## src/rtl/burst_addr_gen.sv

```systemverilog
module burst_addr_gen #(
  parameter int ADDR_W = 18
) (
  input  logic              clk,
  input  logic              rst,
  input  logic [ADDR_W-1:0] ext_addr,
  input  logic              ld_cpu_n,
  input  logic              ld_ctl_n,
  input  logic              adv_n,
  input  logic              order_il,
  output logic [ADDR_W-1:0] addr_out
);
  localparam int UP_W = ADDR_W - 2;

  logic [UP_W-1:0] upper_q;
  logic [1:0]      start_q;
  logic [1:0]      beat_q;
  logic            il_q;
  logic            load;
  logic [1:0]      low;

  assign load = ~ld_cpu_n | ~ld_ctl_n;

  always_ff @(posedge clk) begin
    if (rst) begin
      upper_q <= '0;
      start_q <= '0;
      beat_q  <= '0;
      il_q    <= 1'b0;
    end else if (load) begin
      upper_q <= ext_addr[ADDR_W-1:2];
      start_q <= ext_addr[1:0];
      beat_q  <= '0;
      il_q    <= order_il;
    end else if (!adv_n) begin
      beat_q  <= beat_q + 2'd1;
    end
  end

  assign low      = il_q ? (start_q ^ beat_q) : (start_q + beat_q);
  assign addr_out = {upper_q, low};

  // any strobe loads the external address exactly
  assert_load_exact_R2: assert property (@(posedge clk) disable iff (rst)
    (!ld_cpu_n || !ld_ctl_n) |=> addr_out == $past(ext_addr));

  // suspend holds the address
  assert_suspend_hold_R7: assert property (@(posedge clk) disable iff (rst)
    (ld_cpu_n && ld_ctl_n && adv_n) |=> $stable(addr_out));

  // upper bits untouched without a load
  assert_upper_fixed_R8: assert property (@(posedge clk) disable iff (rst)
    (ld_cpu_n && ld_ctl_n) |=> $stable(addr_out[ADDR_W-1:2]));

  // linear step adds one modulo 4
  assert_linear_step_R4: assert property (@(posedge clk) disable iff (rst)
    (ld_cpu_n && ld_ctl_n && !adv_n && !il_q) |=>
      addr_out[1:0] == $past(addr_out[1:0]) + 2'd1);

  // interleaved step always toggles bit 0
  assert_il_step_R5: assert property (@(posedge clk) disable iff (rst)
    (ld_cpu_n && ld_ctl_n && !adv_n && il_q) |=>
      addr_out[0] != $past(addr_out[0]));
endmodule

```

## config.mk

```make
export PLATFORM = sky130hd
export DESIGN_NAME = burst_addr_gen
export DESIGN_NICKNAME = d
export VERILOG_FILES = /design/src/rtl/burst_addr_gen.sv
export SDC_FILE = /design/constraint.sdc
export NUM_CORES = 1
export LEC_CHECK = 0
export ABC_AREA = 1
export BUFFER_PORTS_ARGS = -buffer_cell sky130_fd_sc_hd__buf_2
export CORE_MARGIN = 10
export CORE_UTILIZATION = 47
export CTS_CLUSTER_DIAMETER = 80
export DETAILED_ROUTE_END_ITERATION = 6
export PLACE_DENSITY = 0.81
export SYNTH_ARGS = -nofsm -noshare
export SYNTH_HDL_FRONTEND = slang
export SYNTH_SLANG_ARGS = --single-unit
```

## constraint.sdc

```tcl
create_clock -name clk -period 1.14 [get_ports clk]
set_input_delay 0.057 -clock clk [delete_from_list [all_inputs] [get_ports clk]]
set_output_delay 0.057 -clock clk [all_outputs]
set_load 0.01 [all_outputs]
```

==> results of run 1 <==
## flip-flops by register name, summed over array words and instances (netlist names)
| name | cells |
|---|---|
| beat_q | 2 |
| start_q | 2 |
| upper_q | 16 |
| il_q | 1 |
## final timing paths
| check | to | cells past startpoint | startpoint |
|---|---|---|---|
| worst min-delay path | upper_q[1] | 3 | ext_addr[3] |
| worst min register to register | upper_q[8] | 2 | upper_q[8] |
| worst max register to register | beat_q[1] | 4 | beat_q[0] |
| worst max-delay path | addr_out[1] | 6 | beat_q[0] |
## worst min-delay path: stages
cell,delay (ns)
buf_2,0.08
nor2_1,0.03
nor2_1,0.10
## per-stage QoR
stage	worst slack [ns]	setup TNS, ns	cell area, µm²	power (W)
finish	-0.104	-0.104	1270	0.00143
global route	-0.184	-0.184	1270	0.00151
CTS	-0.105	-0.105	1270	0.00144
detailed placement	0.138	0	1050	0.00106
global placement	0.187	0	1050	0.00105
floorplan	0.306	0	858	0.000960
## routing by layer
layer	track usage	vias to the layer above
met3	0.0251	6
li1	-	464
met1	0.132	404
met5	0	-
met2	0.251	28
met4	0.0503	0
## synth_stat cells, drive strengths merged
cell type	instances	area share
nor2	43	0.20
dfxtp	21	0.49
o21ai	20	0.12
inv	8	0.035
nand2	8	0.038
buf	5	0.061
nand3	3	0.023
a21oi	1	0.0058
clkbuf	1	0.0087
ha	1	0.015
## logic make-up after synthesis
kind of cell / Yosys count / share of synthesized area
DFF: 21 / 0.490
and+or+nand+nor: 54 / 0.264
AOI/OAI and AO/OA: 21 / 0.127
buffers and inverters: 14 / 0.105
adders and majority gates: 1 / 0.0146
## layout make-up
| cell class | count | area (µm²) | area share |
|---|---|---|---|
| multi-input cells | 76 | 363 | 0.285 |
| flip-flops and latches | 21 | 423 | 0.332 |
| inverters | 8 | 30.0 | 0.0236 |
| clock inverters | 1 | 5.00 | 0.00393 |
| clock buffers | 3 | 22.5 | 0.0177 |
| well taps | 25 | 31.3 | 0.0246 |
| repair buffers | 61 | 398 | 0.313 |
## cells in the final DEF (no fill, tap or decap)
cell type,count
a21oi_1,1
dfxtp_2,2
inv_2,2
dlygate4sd3_1,17
o21ai_0,19
buf_4,3
clkinv_2,1
dfxtp_1,19
nand3_1,2
nand3_2,1
clkbuf_4,3
nand2_2,1
o21ai_2,1
nor2_2,3
nor2_1,39
buf_2,41
nand2_1,7
inv_1,6
nor2_4,1
ha_4,1
## power by group
group / internal (W) / switching (W) / leakage [nW]
Combinational: 0.000141 / 0.000142 / 0.432
Sequential: 0.000784 / 0.0000266 / 0.175
Clock: 0.000130 / 0.000205 / 0.0177
## repair_timing
item | CTS | global route
endpoints found under the hold margin | 17 | 0
gates resized for setup | 5 | 1
hold buffers | 17 | 0
setup endpoints to repair | 1 | 1
pin swaps | 0 | 1
buffers inserted | 1 | 0
==> flow_summary.toml, run 1 <==
[global_routing]
grt_usage = 0.130
grt_overflow = 0
grt_max_degree = 21
antenna_found_initial = 0
grt_pass1_wl_um = 4270
grt_pass1_vias = 934

[final_layout]
syn_to_final_growth_pct = 48.3
finalNonFillerCells = 195
antenna_cells = 0
drive_gt1_frac = 0.353
fillCellCount = 145
final_util = 0.737
final_net_count = 196

[timing]
fin_crit_sh = 1.09
min_period_ns = 1.24
skew_ns = 0.0000332
drv_slew = 0
hold_viol = 0
clock.fmax_ghz = 0.804
setup_slack_ns = -0.104
worst_slew_pin_slew_ns = 0.332
whs_ns = 0.0124
setup_viol = 1
max_slew_margin = 0.778
rsz0062_at_grt = "true"

[synthesis]
syn-num-nets = 136
synth.avg_cell_area_um2 = 7.73
synth_seq_cells = 21
ys_types = 17
seq_area_frac_synth = 0.490
syn_area_um2 = 858
syn_inst = 111
yosysWarningCount = 0

[worst_setup_path]
critPathMostFrequentCell = "nand2_1"
cp_top_family = "flip-flops"
slowest_stage = "dfxtp_2"
path_class = "flip-flop to primary output"
cp-start-kind = "flip-flop"
crit_path_end_kind = "primary output"
rrSetupSlack_ns = 0.30
worst-path-buf-inv = 2
max_stage_delay_ns = 0.35
crit_arrival_ns = 1.19
timing.critical_path.fanout_max = 2
critical_path_required_ns = 1.08
crit_chain = "ha_4 -> nand2_1 -> nand3_1 -> nand2_1 -> inv_1 -> buf_2"

[floorplan]
initial_core_util = 0.497
core-area_mm2 = 0.00173
die-area_mm2 = 0.00394
io_pins = 42
rows = 15
die_h_um = 62.7
die_w_um = 62.7

[drt]
via_count = 902
met2WireLength_um = 1460
highest_layer = "met4"
drt_pass1_iterations = 5
wirelength_um = 2510
drc = 0
antenna_left = 0
wl_met3_um = 134
detail_route.iter0.violations = 39
vias_per_cell = 4.63
wl_met1_um = 849
wl_per_cell_um = 12.9

[clock_tree]
numCtsBuffers = 3
clk_path_buf_depth = 2
cts_num_sinks = 21
cts-root-buf = "clkbuf_4"
clk_latency_ns = 0.28
cts_tree = "done"
htreeDepth = 1
clkTransAtPathRegs_ns = 0.11

[placement]
numPortBuffers = 41
dp.cells = 173
gp_congestion = 0.743
dp_hpwl_um = 1700

[hold_path]
worstHoldPathType = "input pin to flip-flop"

[job]
cap_violations = 0

[outcome]
failed_checks = "negative setup slack"
outcome = "complete, but fails checks"

[power_and_ir_drop]
ir_worst_vdd_uv = 1030
powerDensity_mw_per_mm2 = 1120
power_leakage_nw = 0.625
Note: power is estimated with default switching activity, not from simulation.
==> run 2: changes to the inputs <==
--- a/config.mk
+++ b/config.mk
@@ -8,10 +8,10 @@
 export ABC_AREA = 1
 export BUFFER_PORTS_ARGS = -buffer_cell sky130_fd_sc_hd__buf_2
 export CORE_MARGIN = 10
-export CORE_UTILIZATION = 47
+export CORE_UTILIZATION = 44
 export CTS_CLUSTER_DIAMETER = 80
 export DETAILED_ROUTE_END_ITERATION = 6
-export PLACE_DENSITY = 0.81
+export PLACE_DENSITY = 0.77
 export SYNTH_ARGS = -nofsm -noshare
 export SYNTH_HDL_FRONTEND = slang
 export SYNTH_SLANG_ARGS = --single-unit
==> constraint.sdc (replaced) <==
create_clock -name clk -period 1.2 [get_ports clk]
set_input_delay 0.06 -clock clk [delete_from_list [all_inputs] [get_ports clk]]
set_output_delay 0.06 -clock clk [all_outputs]
set_load 0.01 [all_outputs]
==> flow_summary.toml, run 2 (synthesis gave the netlist of run 1 again) <==
[outcome]
outcome = "complete, but fails checks"
failed_checks = "negative setup slack"

[worst_setup_path]
path_class = "flip-flop to primary output"
rrSetupSlack_ns = 0.40
reg2reg_to = "beat_q[1]"
crit_arrival_ns = 1.19
reg2regPathDepth = 4
critical_path_required_ns = 1.14
cp-start-kind = "flip-flop"
timing.critical_path.fanout_max = 2
rr_startpoint = "beat_q[0]"
crit_path_end_kind = "primary output"

[drt]
detail_route.iter0.violations = 22
wirelength_um = 2540
wl_per_cell_um = 12.9
vias_per_cell = 4.65
antenna_left = 0
drc = 0
drt_pass1_iterations = 4
via_count = 912

[power_and_ir_drop]
p_total_w = 0.00136
power_leakage_nw = 0.628
ir_worst_vdd_uv = 767
powerDensity_mw_per_mm2 = 1070

[final_layout]
reg_top3 = "upper_q: 16 flops, beat_q: 2 flops, start_q: 2 flops"
layout_common_cells = "buf_2, nor2_1, o21ai_0, dfxtp_1, dlygate4sd3_1"
antenna_cells = 0
final_net_count = 197
regMostFlops = "upper_q"
largest_reg_flops = 16
syn_to_final_growth_pct = 47.8
finalNonFillerCells = 196
postLayoutCellArea_mm2 = 0.00127
drive_gt1_frac = 0.322
final_common_cell = "buf_2"

[floorplan]
core-area_mm2 = 0.00178
initial_core_util = 0.481
die_w_um = 64.2
io_pins = 42
die_h_um = 64.2
rows = 15
die-area_mm2 = 0.00412

[hold_path]
worstHoldPathCells = 4
min_to = "beat_q[1]"
worstHoldPathType = "input pin to flip-flop"
min_from = "rst"

[clock_tree]
clkTransAtPathRegs_ns = 0.11
cts_num_sinks = 21
cts-root-buf = "clkbuf_4"
clk_latency_ns = 0.29
htreeDepth = 1
clk_path_buf_depth = 2
cts_tree = "done"
numCtsBuffers = 3

[global_routing]
grt_pass1_wl_um = 4240
grt_pass1_vias = 922
grt_max_degree = 21
grt_usage = 0.124
grt_overflow = 0
antenna_found_initial = 0

[timing]
hold_viol = 0
finalSetupTns_ns = -0.0488
fin_crit_sh = 1.04
max_slew_margin = 0.652
setup_viol = 1
whs_ns = 0.0305
setup_slack_ns = -0.0488
min_period_ns = 1.25
rsz0062_at_grt = "true"
skew_ns = 0.000319
worst_slew_pin_slew_ns = 0.521
clock.fmax_ghz = 0.801
drv_slew = 0

[job]
cap_violations = 0

[placement]
placed_area_mm2 = 0.00104
dp.cells = 172
gp_congestion = 0.719
numPortBuffers = 41
dp_hpwl_um = 1670
[run 2: changes by cell type in the layout (fill, tap and decap cells not counted), sizes merged]
| cell | before | now |
|---|---|---|
| buf | 44 | 43 |
| dlygate4sd3 | 17 | 19 |
| clkinv | 1 | 0 |
| clkbuf | 3 | 4 |
[run 2: final cells by class]
type / instances / area, µm²
clock buffers: 4 / 26.3
fillers: 159 / 514
inverters: 8 / 30.0
multi-input cells: 76 / 348
flip-flops and latches: 21 / 423
well taps: 25 / 31.3
repair buffers: 62 / 410
[run 2: metrics by stage]
step | utilization | setup slack, ns
6_report | 0.712 | -0.0488
2_1_floorplan | - | 0.363
3_5_place_dp | 0.585 | 0.202
4_1_cts | 0.712 | -0.0729
3_3_place_gp | 0.585 | 0.243
5_1_grt | 0.712 | -0.164
[run 2: worst max-delay path by stage]
stage,startpoint,end,cells after the start
5_1_grt,start_q[0],addr_out[1],7
6_report,start_q[0],addr_out[1],7
3_3_place_gp,beat_q[0],addr_out[1],7
3_5_place_dp,beat_q[0],addr_out[1],7
2_1_floorplan,beat_q[0],addr_out[1],6
4_1_cts,start_q[0],addr_out[1],7
[run 2: power breakdown]
group          switching (W)  leakage (nW)  internal [W]  total [W]
sequential         0.0000238         0.175      0.000745   0.000769
combinational       0.000134         0.437      0.000134   0.000269
clock               0.000197        0.0150      0.000129   0.000326
total               0.000355         0.628       0.00101    0.00136
[run 2: worst max-delay path: stages, from the launching register on]
cell and delay [ns]:
dfxtp_2 0.34, ha_1 0.16, inv_1 0.04, nor2_1 0.08, nand3_1 0.07, nand2_1 0.06
inv_1 0.03, buf_2 0.12
[run 2: what timing repair did]
action | CTS | global route
hold endpoints to repair | 19 | 0
gates resized for setup | 2 | 0
setup endpoints to repair | 1 | 1
hold buffers | 19 | 0
setup buffers | 1 | 0
[run 2: routing by layer]
metal	GRT usage	part of all wire
met3	0.0366	0.060
met4	0.0401	0.0047
met1	0.130	0.37
met5	0	0
met2	0.230	0.57
==> run 3: changes to the inputs <==
==> constraint.sdc (replaced) <==
create_clock -name clk -period 1.4 [get_ports clk]
set_input_delay 0.07 -clock clk [delete_from_list [all_inputs] [get_ports clk]]
set_output_delay 0.07 -clock clk [all_outputs]
set_load 0.01 [all_outputs]
==> flow_summary.toml, run 3 (synthesis gave the netlist of run 1 again) <==
[timing]
skew_ns = 0.000232
hold_viol = 0
worst_slew_pin_slew_ns = 0.523
clock.fmax_ghz = 0.778
min_period_ns = 1.28
fin_crit_sh = 0.918
rsz0062_at_grt = "false"
drv_slew = 0
finalSetupTns_ns = 0
max_slew_margin = 0.651
setup_viol = 0

[floorplan]
die_h_um = 64.2
die_w_um = 64.2
rows = 15
io_pins = 42
core-area_mm2 = 0.00178
initial_core_util = 0.481
die-area_mm2 = 0.00412

[worst_setup_path]
max_stage_delay_ns = 0.38
timing.critical_path.fanout_max = 4
crit_arrival_ns = 1.21
cp-start-kind = "flip-flop"
crit_path_end_kind = "primary output"
path_class = "flip-flop to primary output"
cp_top_family = "flip-flops"
critPathMostFrequentCell = "inv_1"
worst-path-buf-inv = 3
critical_path_required_ns = 1.33
rrSetupSlack_ns = 0.63
slowest_stage = "dfxtp_2"
crit_chain = "ha_4 -> inv_1 -> nor2_1 -> nand3_1 -> nand2_1 -> inv_1 -> buf_2"

[clock_tree]
cts_tree = "done"
clk_path_buf_depth = 2
cts-root-buf = "clkbuf_4"
clk_latency_ns = 0.30
numCtsBuffers = 3
htreeDepth = 1
clkTransAtPathRegs_ns = 0.11
cts_num_sinks = 21

[global_routing]
grt_max_degree = 21
antenna_found_initial = 0
grt_overflow = 0
grt_pass1_wl_um = 4270
grt_usage = 0.126
grt_pass1_vias = 922

[drt]
drc = 0
wl_per_cell_um = 13.1
antenna_left = 0
wirelength_um = 2550
via_count = 927
vias_per_cell = 4.78
drt_pass1_iterations = 5
detail_route.iter0.violations = 24

[placement]
dp_hpwl_um = 1670
gp_congestion = 0.719
numPortBuffers = 41
dp.cells = 172

[final_layout]
syn_to_final_growth_pct = 47.2
final_common_cell = "buf_2"
finalNonFillerCells = 194
fillCellCount = 160
largest_reg_flops = 16
reg_top3 = "upper_q: 16 flops, beat_q: 2 flops, start_q: 2 flops"
antenna_cells = 0
final_net_count = 195
regMostFlops = "upper_q"
drive_gt1_frac = 0.325
layout_common_cells = "buf_2, nor2_1, o21ai_0, dfxtp_1, dlygate4sd3_1"

[power_and_ir_drop]
powerDensity_mw_per_mm2 = 930
ir_worst_vdd_uv = 672
power_leakage_nw = 0.616

[outcome]
outcome = "complete, no violations"

[job]
cap_violations = 0

[hold_path]
worstHoldPathType = "input pin to flip-flop"
## run 3: worst min-delay path, cell delays in order
cell	delay, ns
buf_2	0.08
nor2_1	0.03
nor2_1	0.10
## run 3: layer usage
metal | part of all wire | vias up | track usage | wire length (µm)
li1 | - | 463 | - | -
met1 | 0.37 | 428 | 0.132 | 944
met2 | 0.55 | 31 | 0.225 | 1410
met3 | 0.063 | 5 | 0.0383 | 160
met4 | 0.015 | 0 | 0.0561 | 37
met5 | 0 | - | 0 | 0
## run 3: cell type report
| cell class | count | area, µm² | area share |
|---|---|---|---|
| multi-input cells | 76 | 360 | 0.285 |
| clock buffers | 4 | 26.3 | 0.0208 |
| well taps | 25 | 31.3 | 0.0248 |
| inverters | 8 | 30.0 | 0.0238 |
| repair buffers | 60 | 393 | 0.311 |
| flip-flops and latches | 21 | 423 | 0.335 |
## run 3: stage by stage
step / hold WS (ns) / total power, W / instance area, µm² / util / worst slack (ns)
after floorplan: 0.205 / 0.000781 / 858 / - / 0.553
after global placement: 0.290 / 0.000851 / 1040 / 0.585 / 0.433
after detailed placement: 0.299 / 0.000857 / 1040 / 0.585 / 0.392
after CTS: 0.00286 / 0.00118 / 1250 / 0.700 / 0.0545
after global routing: 0.0200 / 0.00125 / 1260 / 0.709 / 0.0173
final: 0.00964 / 0.00117 / 1260 / 0.709 / 0.115
## run 3: power breakdown
group | internal, W | leakage (nW) | switching [W]
registers | 0.000639 | 0.175 | 0.0000219
logic | 0.000114 | 0.426 | 0.000115
clock network | 0.000111 | 0.0150 | 0.000175
total | 0.000863 | 0.616 | 0.000311
## run 3: worst paths after layout
path,start,end,depth (start not counted)
hold / removal,ext_addr[15],upper_q[13],3
setup / recovery,beat_q[0],addr_out[1],7
setup reg to reg,beat_q[1],beat_q[1],3
hold reg to reg,upper_q[2],upper_q[2],2
## run 3: what timing repair did
| action | CTS | global route |
|---|---|---|
| endpoints found under the setup margin | 0 | 1 |
| hold endpoints to repair | 18 | 0 |
| buffers inserted | 0 | 0 |
| hold buffers | 18 | 0 |
| resized for setup | 0 | 4 |
